File: src/rtl/gpb_pkg.sv
package gpb_pkg;
  localparam int PIN_IDX_W  = 8;
  localparam int CFG_BASE   = 'h100;
  localparam int ROUTE_BASE = 'h10;

  // field positions in the first per-pin word
  localparam int A_OUT  = 31;
  localparam int A_IN   = 30;
  localparam int A_TRIG = 4;
  localparam int A_INV  = 3;
  localparam int A_DIR  = 2;
  // field position in the second per-pin word
  localparam int B_SENSE_OFF = 2;

  localparam logic [1:0] USE_GPIO  = 2'd1;
  localparam logic [1:0] PULL_DOWN = 2'd1;
  localparam logic [1:0] PULL_UP   = 2'd2;

  typedef enum logic [2:0] {
    SEL_NONE  = 3'd0,
    SEL_OWN   = 3'd1,
    SEL_ROUTE = 3'd2,
    SEL_CFGA  = 3'd3,
    SEL_CFGB  = 3'd4
  } regSel_e;

  typedef struct packed {
    logic                 wrStb;
    logic                 rdStb;
    regSel_e              sel;
    logic [1:0]           wordIdx;
    logic [PIN_IDX_W-1:0] pinIdx;
  } busStrobe_t;
endpackage

File: src/rtl/gpb_ctrl.sv
module gpb_ctrl
  import gpb_pkg::*;
#(
  parameter int NUM_PINS = 95,
  parameter int ADDR_W   = 12
) (
  input  logic [ADDR_W-1:0] addr,
  input  logic              wrEn,
  input  logic              rdEn,
  output busStrobe_t        strobe
);
  localparam int NUM_WORDS = (NUM_PINS + 31) / 32;
  localparam int SLOT_W    = ADDR_W - 3;
  localparam logic [ADDR_W-1:0] CFG_BASE_A = ADDR_W'(CFG_BASE);
  localparam logic [SLOT_W-1:0] SLOT_OFS   = SLOT_W'(CFG_BASE >> 3);
  localparam logic [SLOT_W-1:0] PIN_LIMIT  = SLOT_W'(NUM_PINS);
  localparam logic [2:0]        WORD_LIMIT = 3'(NUM_WORDS);

  logic [SLOT_W-1:0] cfgPin;
  logic              aligned;

  assign cfgPin  = addr[ADDR_W-1:3] - SLOT_OFS;
  assign aligned = (addr[1:0] == 2'b00);

  always_comb begin
    strobe         = '0;
    strobe.sel     = SEL_NONE;
    strobe.wrStb   = wrEn;
    strobe.rdStb   = rdEn;
    strobe.wordIdx = addr[3:2];
    strobe.pinIdx  = cfgPin[PIN_IDX_W-1:0];
    if (aligned) begin
      if (addr >= CFG_BASE_A) begin
        if (cfgPin < PIN_LIMIT) begin
          strobe.sel = addr[2] ? SEL_CFGB : SEL_CFGA;
        end
      end else if (addr[ADDR_W-1:5] == '0) begin
        if ({1'b0, addr[3:2]} < WORD_LIMIT) begin
          strobe.sel = addr[4] ? SEL_ROUTE : SEL_OWN;
        end
      end
    end
  end
endmodule

File: src/rtl/gpb_datapath.sv
module gpb_datapath
  import gpb_pkg::*;
#(
  parameter int NUM_PINS = 95
) (
  input  logic                clk,
  input  logic                rstN,
  input  busStrobe_t          strobe,
  input  logic [31:0]         wrData,
  input  logic [NUM_PINS-1:0] padIn,
  input  logic [NUM_PINS-1:0] nativeOut,
  input  logic [NUM_PINS-1:0] nativeOe,
  output logic [31:0]         rdData,
  output logic [NUM_PINS-1:0] padOut,
  output logic [NUM_PINS-1:0] padOe,
  output logic [NUM_PINS-1:0] pullUp,
  output logic [NUM_PINS-1:0] pullDn,
  output logic [NUM_PINS-1:0] gpioSel,
  output logic [NUM_PINS-1:0] trigLevel,
  output logic [NUM_PINS-1:0] trigInv
);
  localparam int NUM_WORDS = (NUM_PINS + 31) / 32;
  localparam int PAD_W     = NUM_WORDS * 32;

  logic [31:0]         cfgAWord [NUM_PINS];
  logic [31:0]         cfgBWord [NUM_PINS];
  logic [NUM_PINS-1:0] ownV;
  logic [NUM_PINS-1:0] routeV;
  logic [PAD_W-1:0]    ownPad;
  logic [PAD_W-1:0]    routePad;
  logic [31:0]         rdWord;
  wire                 unusedWr = ^wrData[29:5];

  wire wrA     = strobe.wrStb && (strobe.sel == SEL_CFGA);
  wire wrB     = strobe.wrStb && (strobe.sel == SEL_CFGB);
  wire wrOwn   = strobe.wrStb && (strobe.sel == SEL_OWN);
  wire wrRoute = strobe.wrStb && (strobe.sel == SEL_ROUTE);

  for (genvar p = 0; p < NUM_PINS; p++) begin : g_pin
    localparam logic [1:0]           WORD_OF = 2'(p / 32);
    localparam int                   BIT_OF  = p % 32;
    localparam logic [PIN_IDX_W-1:0] ME      = PIN_IDX_W'(p);

    logic       outLvl, trigSel, invSel, dirIn, senseOff, ownR, routeR;
    logic       syncA, syncB, inLvl, isGpio;
    logic [1:0] useSel, pullSel;
    wire        hitPin = (strobe.pinIdx == ME);

    always_ff @(posedge clk or negedge rstN) begin
      if (!rstN) begin
        outLvl   <= 1'b0;
        trigSel  <= 1'b0;
        invSel   <= 1'b0;
        dirIn    <= 1'b1;
        useSel   <= 2'd0;
        senseOff <= 1'b1;
        pullSel  <= 2'd0;
        ownR     <= 1'b0;
        routeR   <= 1'b0;
        syncA    <= 1'b0;
        syncB    <= 1'b0;
      end else begin
        syncA <= padIn[p];
        syncB <= syncA;
        if (wrA && hitPin) begin
          outLvl  <= wrData[A_OUT];
          trigSel <= wrData[A_TRIG];
          invSel  <= wrData[A_INV];
          dirIn   <= wrData[A_DIR];
          useSel  <= wrData[1:0];
        end
        if (wrB && hitPin) begin
          senseOff <= wrData[B_SENSE_OFF];
          pullSel  <= wrData[1:0];
        end
        if (wrOwn && (strobe.wordIdx == WORD_OF)) begin
          ownR <= wrData[BIT_OF];
        end
        if (wrRoute && (strobe.wordIdx == WORD_OF)) begin
          routeR <= wrData[BIT_OF];
        end
      end
    end

    assign inLvl  = syncB & ~senseOff;
    assign isGpio = (useSel == USE_GPIO);

    assign cfgAWord[p] = {outLvl, inLvl, 25'd0, trigSel, invSel, dirIn, useSel};
    assign cfgBWord[p] = {29'd0, senseOff, pullSel};
    assign ownV[p]     = ownR;
    assign routeV[p]   = routeR;

    assign padOut[p]    = isGpio ? outLvl : nativeOut[p];
    assign padOe[p]     = isGpio ? ~dirIn : nativeOe[p];
    assign pullUp[p]    = (pullSel == PULL_UP);
    assign pullDn[p]    = (pullSel == PULL_DOWN);
    assign gpioSel[p]   = isGpio;
    assign trigLevel[p] = trigSel;
    assign trigInv[p]   = invSel;
  end

  assign ownPad   = PAD_W'(ownV);
  assign routePad = PAD_W'(routeV);

  always_comb begin
    rdWord = '0;
    unique case (strobe.sel)
      SEL_CFGA: begin
        for (int p = 0; p < NUM_PINS; p++) begin
          if (strobe.pinIdx == PIN_IDX_W'(p)) rdWord = cfgAWord[p];
        end
      end
      SEL_CFGB: begin
        for (int p = 0; p < NUM_PINS; p++) begin
          if (strobe.pinIdx == PIN_IDX_W'(p)) rdWord = cfgBWord[p];
        end
      end
      SEL_OWN: begin
        for (int k = 0; k < NUM_WORDS; k++) begin
          if (strobe.wordIdx == 2'(k)) rdWord = ownPad[k*32 +: 32];
        end
      end
      SEL_ROUTE: begin
        for (int k = 0; k < NUM_WORDS; k++) begin
          if (strobe.wordIdx == 2'(k)) rdWord = routePad[k*32 +: 32];
        end
      end
      default: rdWord = '0;
    endcase
  end

  always_ff @(posedge clk or negedge rstN) begin
    if (!rstN) begin
      rdData <= '0;
    end else if (strobe.rdStb) begin
      rdData <= rdWord;
    end
  end
endmodule

File: src/rtl/gpio_pad_bank.sv
module gpio_pad_bank
  import gpb_pkg::*;
#(
  parameter int NUM_PINS = 95,
  parameter int ADDR_W   = 12
) (
  input  logic                clk,
  input  logic                rstN,
  input  logic [ADDR_W-1:0]   addr,
  input  logic                wrEn,
  input  logic [31:0]         wrData,
  input  logic                rdEn,
  output logic [31:0]         rdData,
  input  logic [NUM_PINS-1:0] padIn,
  input  logic [NUM_PINS-1:0] nativeOut,
  input  logic [NUM_PINS-1:0] nativeOe,
  output logic [NUM_PINS-1:0] padOut,
  output logic [NUM_PINS-1:0] padOe,
  output logic [NUM_PINS-1:0] pullUp,
  output logic [NUM_PINS-1:0] pullDn,
  output logic [NUM_PINS-1:0] gpioSel,
  output logic [NUM_PINS-1:0] trigLevel,
  output logic [NUM_PINS-1:0] trigInv
);
  busStrobe_t strobe;

  gpb_ctrl #(.NUM_PINS(NUM_PINS), .ADDR_W(ADDR_W)) u_ctrl (
    .addr   (addr),
    .wrEn   (wrEn),
    .rdEn   (rdEn),
    .strobe (strobe)
  );

  gpb_datapath #(.NUM_PINS(NUM_PINS)) u_dp (
    .clk       (clk),
    .rstN      (rstN),
    .strobe    (strobe),
    .wrData    (wrData),
    .padIn     (padIn),
    .nativeOut (nativeOut),
    .nativeOe  (nativeOe),
    .rdData    (rdData),
    .padOut    (padOut),
    .padOe     (padOe),
    .pullUp    (pullUp),
    .pullDn    (pullDn),
    .gpioSel   (gpioSel),
    .trigLevel (trigLevel),
    .trigInv   (trigInv)
  );
endmodule

File: config.mk
export PLATFORM = sky130hd
export DESIGN_NAME = gpio_pad_bank
export DESIGN_NICKNAME = d
export VERILOG_FILES = /design/src/rtl/gpb_pkg.sv /design/src/rtl/gpb_ctrl.sv /design/src/rtl/gpb_datapath.sv /design/src/rtl/gpio_pad_bank.sv
export SDC_FILE = /design/constraint.sdc
export NUM_CORES = 2
export LEC_CHECK = 0
export BUFFER_PORTS_ARGS = -buffer_cell sky130_fd_sc_hd__buf_2
export CORE_ASPECT_RATIO = 2
export CORE_MARGIN = 10
export CORE_UTILIZATION = 29
export CTS_CLUSTER_SIZE = 24
export DETAILED_ROUTE_END_ITERATION = 12
export PLACE_DENSITY = 0.5
export REMOVE_ABC_BUFFERS = 1
export SYNTH_ARGS = -nofsm -noshare
export SYNTH_HDL_FRONTEND = slang
export SYNTH_SLANG_ARGS = --single-unit
File: constraint.sdc
create_clock -name clk -period 3.1 [get_ports clk]
set_input_delay 0.155 -clock clk [delete_from_list [all_inputs] [get_ports clk]]
set_output_delay 0.155 -clock clk [all_outputs]
set_load 0.1 [all_outputs]
[After elaboration in Yosys (flattened, before gate mapping)]
Index checks and enable logic that the tools add are counted.
Storage, ports and cells
  output and inout bits: 697
  register bits after elaboration: 1267
  input port bits: 333
  word-level logic and storage cells: 2318
Cells by class
  reductions and logical operators: 204
  equal/unequal tests: 385
  order comparisons: 3
  $add $sub $neg: 1
  bitwise logic cells: 285
  mux-type cells: 394
Operator list (count)
  $mux 32: 101
  $eq 2x1->1 const B: 191
  $mux 3: 101
  $eq 8x6->1 const B: 32
  $eq 8x7->1 const B: 31
  $logic_and 1x1->1: 200
  $eq 2x2->1 const B: 96
  $mux 1: 190
  $not 1->1: 190
  $eq 8x5->1 const B: 16
  $pmux 32 s4: 1
  $and 1x1->1: 95
  $eq 8x4->1 const B: 8
  $eq 8x3->1 const B: 4
  $eq 8x2->1 const B: 2
  $ge 12x9->1 const B: 1
  $lt 9x7->1 const B: 1
  $sub 9x6->9 const B: 1
  $eq 8x1->1 const B: 1
  $logic_not 8->1: 1
  $logic_not 7->1: 1
  $eq 3x2->1 const B: 2
  $logic_not 2->1: 2
  $eq 3x1->1 const B: 1
  3 further kinds: 3

[Depth between registers and ports, before layout]
  depth after elaboration: 98
  mapped depth: 16
  depth with buffers taken out: 11

[By module]
From an unflattened synthesis, not the netlist that was laid out.
Unflattened totals
  cells, all modules: 5747
  area total of the unflattened synthesis: 64434.3 um2
By module, submodules not included
  gpb_datapath: cells each 5714, area an instance 64199.1 um2, times used 1
  gpb_ctrl: cells each 33, area an instance 235.2 um2, times used 1

[Worst setup path after synthesis]
No wires, ideal clock.
  path kind: input port to flip-flop
  from: input addr[8]
  to: register u_dp.rdData[0]
  arrival time: 2887 ps
  library setup time: 129 ps
  path buffers: 4
  stages on the path: 15
  data required time: 2971 ps
  setup slack: 84 ps
  cells stage by stage: buf_2 > inv_1 > ha_1 > buf_2 > nor3b_1 > buf_2 > and2_1 > buf_2 > nand2_1 > nand2_1 > a221o_1 > a2111oi_1 > o311a_1 > a211oi_1 > o41a_1
Between the ends
  longest elaborated chain between the ends: 98
  elaborated cells on any way between the ends: 298
  those cells by class: add/sub (1); order compare (2); eq/ne (98); mux (195); reduce/logical (2)
RTL lines
  start, declared: RTL line gpio_pad_bank.sv:9  | input logic [ADDR_W-1:0] addr,
  $sub 9x6->9: RTL line gpb_ctrl.sv:22  | assign cfgPin = addr[ADDR_W-1:3] - SLOT_OFS;
  $logic_not 8->1: RTL line gpb_datapath.sv:110, gpb_datapath.sv:115
  $mux 3 or $mux 32 (tied branches) (95 in a row): RTL line gpb_datapath.sv:115, gpb_datapath.sv:110
  $pmux 32 s4 (*): RTL line gpb_datapath.sv:107  | unique case (strobe.sel)
  end signal, assigned: RTL line gpb_datapath.sv:136  | rdData <= rdWord;
  end, declared: RTL line gpb_datapath.sv:13  | output logic [31:0] rdData,
Mark *: on every way between the ends. The rest lies on a longest branch, timed or not.
A chain may end at the register's enable or synchronous reset.

[Worst setup path after layout]
  from: register u_dp.g_pin[19].invSel
  to: register u_dp.rdData[3]
Between the ends
  longest elaborated chain between the ends: 77
RTL lines
  start, declared: RTL line gpb_datapath.sv:44  | logic outLvl, trigSel, invSel, dirIn, senseOff, ownR, routeR;
  start signal, assigned: RTL line gpb_datapath.sv:68  | invSel <= wrData[A_INV];
  $mux 32 (76 in a row): RTL line gpb_datapath.sv:110  | if (strobe.pinIdx == PIN_IDX_W'(p)) rdWord = cfgAWord[p];
  $pmux 32 s4: RTL line gpb_datapath.sv:107
No other way between the ends.

==> results.md <==
* Max transition margin at 0.2838
* DR pass1 iterations at 6
* Num ports at 1030
* Post-Synthesis Cells at 5702
* Post-route setup slack at -0.05740 ns
* PwrDens at 450.1 nW/µm²
* Area of the multi-input gates at 28820 µm²
* DRC violations left at 0
* RR Startpoint: u_dp.g_pin[19].invSel
* CP Max Fanout at 3
* Max-cap check violation count at 0
* Clock power frac at 0.447
* Skew final at 0.06295 ns
* XOR/XNOR Fraction of Synth Area at 0.0005421
* Synth cell count leaders: mux2_2 (1200), dfrtp_1 (1077), nor2_1 (328)
* Period minus WS final at 3.157 ns
* Switching pwr at 11.18 mW
* Non-filler cells, final at 10650
* CTS tree: yes
* Final period util at 1.019
* R2r worst-path depth at 9
* Adder-cell share of the synthesized area at 0.0007744
* RD Place Congestion at 1.037
* R2R Path End: u_dp.rdData[3]
* Largest family of logic cells by synthesized area: multiplexers
* Detailed placement HPWL at 325000 µm
* WHS Endpoint: u_dp.g_pin[87].outLvl
* Via-to-Cell Ratio at 5.468
* Area occupied by registers at 31940 µm²
* Simple-Gate Fraction of Synth Area at 0.1026
* CP arrival at 3.87 ns
* Rows at 245
* DP Cell Count at 10170
* Layout cells sized above 1 at 0.5092
* Post-Syn Area at 64630 µm²
* Register bit count reported by yosys at 1267
* Vias in the first global route at 61150
* Die H at 687.6 µm
* Most common cell in the synthesized netlist: mux2_2
* Hold path start: wrData[31]
* RSZ-0062 raised after global routing: true
* Yosys top cell by area: dfrtp_1
* FMAX at 0.3167 GHz
* Post-synthesis compound-gate area fraction at 0.1142
* Fillers at 22090
* Setup TNS at -0.08871 ns
* Critical Path End Type: flop
* Yosys top cell area share at 0.4170
* Hold path cells at 2
* Initial DRC Count at 5495
* Initial Utilization at 0.2908
* CTS clk-pin slew, worst paths at 0.06 ns
* Worst EP required at 3.81 ns
* Failing checks: setup timing
* Async SR Flop Fraction at 1.000
* Nets at 7909
* Nature of the critical path startpoint: flop
* Final slew viol count at 0
* Cell area after layout at 87400 µm²
* Distinct cells, synth at 103
* Yosys Warn Count at 0
* CTS buffer count at 138
* Largest net degree at the start of global routing at 110
* Die ar. at 243300 µm²
* Ys flop type: dfrtp_1
* Multiplexer area fraction after synthesis at 0.2194
* Tightest Pin Transition at 1.063 ns
* Top post-synthesis cells by area: dfrtp_1 (42%), mux2_2 (21%), dfstp_2 (7.7%), buf_4 (3.6%), o21ai_0 (2.1%)
* H-Tree Depth at 4
* Placeable Area at 222200 µm²
* Wirelength, routed at 403000 µm
* P&R area growth vs syn at 35.24%
* R2R Setup Slk at -0.06 ns
* Flop pwr share at 0.428
* Max clock buf depth at 4
* Switching Fraction at 0.2840
* Outcome: complete, but fails checks
* Finish-stage setup viols at 2
* Post-Place Cell Area at 80220 µm²
* Internal Power at 28.17 mW
* Combinational group share of total power at 0.125
* Final Power at 39.34 mW
* Final hold violations at 0
* Clock Latency Late Sink at 0.84 ns
* WS Path Type: flop to flop
* GRT Util Overall at 0.3191
* # clock sinks at 1267
* Clk root buf: clkbuf_16
* Wire length per cell at 37.84 µm
* Initial antenna violation count at 31
* Seq/Total Area, Yosys at 0.4943
* Synth Area per Inst at 11.33 µm²
* Leakage at 43.42 nW
* Remaining global-route overflow at 0
* Port bufs at 1029
* Die Wd at 353.8 µm
* EDFF count, synth at 0
* Routed Antenna Nets at 0
* Via count at 58230
* Hold Crit Class: input pin to flop
* First-pass GRT wire length at 537400 µm
* Peak VDD IR at 0.0003605 V
-- what timing repair did --
| item | in CTS | in global routing |
|---|---|---|
| setup buffers | 1 | 4 |
| endpoints found under the hold margin | 917 | 0 |
| pin swaps | 12 | 13 |
| hold buffers | 221 | 0 |
| resized for setup | 37 | 16 |
| endpoints found under the setup margin | 7 | 7 |
-- layer usage --
| layer | share of wire | track usage |
|---|---|---|
| met1 | 0.37 | 0.3568 |
| met2 | 0.46 | 0.5206 |
| met3 | 0.068 | 0.06553 |
| met4 | 0.10 | 0.2661 |
| met5 | 0.000077 | 0 |
-- power by group through the flow --
stage | clock (mW) | sequential (mW) | combinational, mW
4_1_cts | 17.9 | 16.8 | 4.85
6_report | 17.6 | 16.8 | 4.90
3_5_place_dp | 0 | 17.1 | 4.60
2_1_floorplan | 0 | 17.1 | 1.78
3_3_place_gp | 0 | 17.1 | 4.59
5_1_grt | 18.4 | 16.8 | 5.04
-- cell usage in the layout, fill, tap and decap left out, types with 17 or more instances in the layout --
| cell | n |
|---|---|
| nand3b_1 | 24 |
| nand2_1 | 288 |
| a31oi_1 | 41 |
| o22ai_1 | 63 |
| buf_2 | 1018 |
| nor2b_1 | 197 |
| nor2_1 | 320 |
| dfrtp_1 | 1077 |
| o32ai_1 | 42 |
| o221ai_1 | 30 |
| a21o_1 | 17 |
| nand3_1 | 71 |
| nand4_1 | 20 |
| nor3b_1 | 36 |
| a221o_1 | 24 |
| mux2_2 | 1200 |
| nand2b_1 | 115 |
| clkbuf_1 | 22 |
| nor3_1 | 54 |
| a21oi_1 | 176 |
| a211oi_1 | 38 |
| o21ai_0 | 273 |
| mux2i_1 | 42 |
| dlygate4sd3_1 | 220 |
| dfstp_2 | 190 |
| a22oi_1 | 60 |
| buf_4 | 995 |
| a221oi_1 | 87 |
| clkinv_2 | 24 |
| buf_12 | 142 |
| inv_1 | 160 |
| clkbuf_16 | 139 |
| o211ai_1 | 39 |
-- flip-flops by register name (all words and copies together), names as in the netlist --
register             count
u_dp.g_pin.dirIn        95
u_dp.g_pin.invSel       95
u_dp.g_pin.outLvl       95
u_dp.g_pin.ownR         95
u_dp.g_pin.pullSel     190
u_dp.g_pin.routeR       95
u_dp.g_pin.senseOff     95
u_dp.g_pin.syncA        95
u_dp.g_pin.syncB        95
u_dp.g_pin.trigSel      95
u_dp.g_pin.useSel      190
u_dp.rdData             32
-- per-stage QoR --
stage,setup WS [ns],hold slack [ns],utilization
floorplan,-1.207,-0.1406,-
global placement,-1.607,0.2106,0.3609
detailed placement,-1.682,0.2139,0.3609
CTS,-0.01015,0.002435,0.3926
global route,-0.01880,0.01087,0.3931
finish,-0.05740,0.004135,0.3933
-- critical path, stage by stage, from the launching register on --
cell and delay [ns]:
dfrtp_1 0.45, a211oi_1 0.69, a2111oi_0 0.26, nor3_1 0.40
nor4b_2 0.14, buf_4 0.16, a211oi_1 0.40, or3_1 0.26
a41o_1 0.20, a21oi_1 0.07
-- logic make-up after synthesis --
family,Yosys count
adders and majority gates,4
muxes,1255
AOI/OAI and AO/OA,1084
DFF,1267
xor gates and xnor gates,4
and+or+nand+nor,1275
buffers and inverters,813
-- final cells by class --
cell class | count | area share
Sequential cell | 1267 | 0.3655
Multi-Input combinational cell | 3622 | 0.3297
Timing Repair Buffer | 2381 | 0.2023
Clock buffer | 176 | 0.04310
Tap cell | 2964 | 0.04243
Clock inverter | 65 | 0.009563
Inverter | 162 | 0.007029
Antenna cell | 13 | 0.0003722
-- worst max path at each step --
stage / startpoint / endpoint / cells past startpoint
after floorplan: addr[8] / u_dp.rdData[0] / 11
after global placement: addr[9] / u_dp.rdData[30] / 18
after detailed placement: addr[9] / u_dp.rdData[30] / 18
after CTS: u_dp.g_pin[38].senseOff / u_dp.rdData[30] / 10
after global routing: addr[9] / u_dp.rdData[0] / 17
final: u_dp.g_pin[19].invSel / u_dp.rdData[3] / 9
Power figures use the tool's default switching activity.
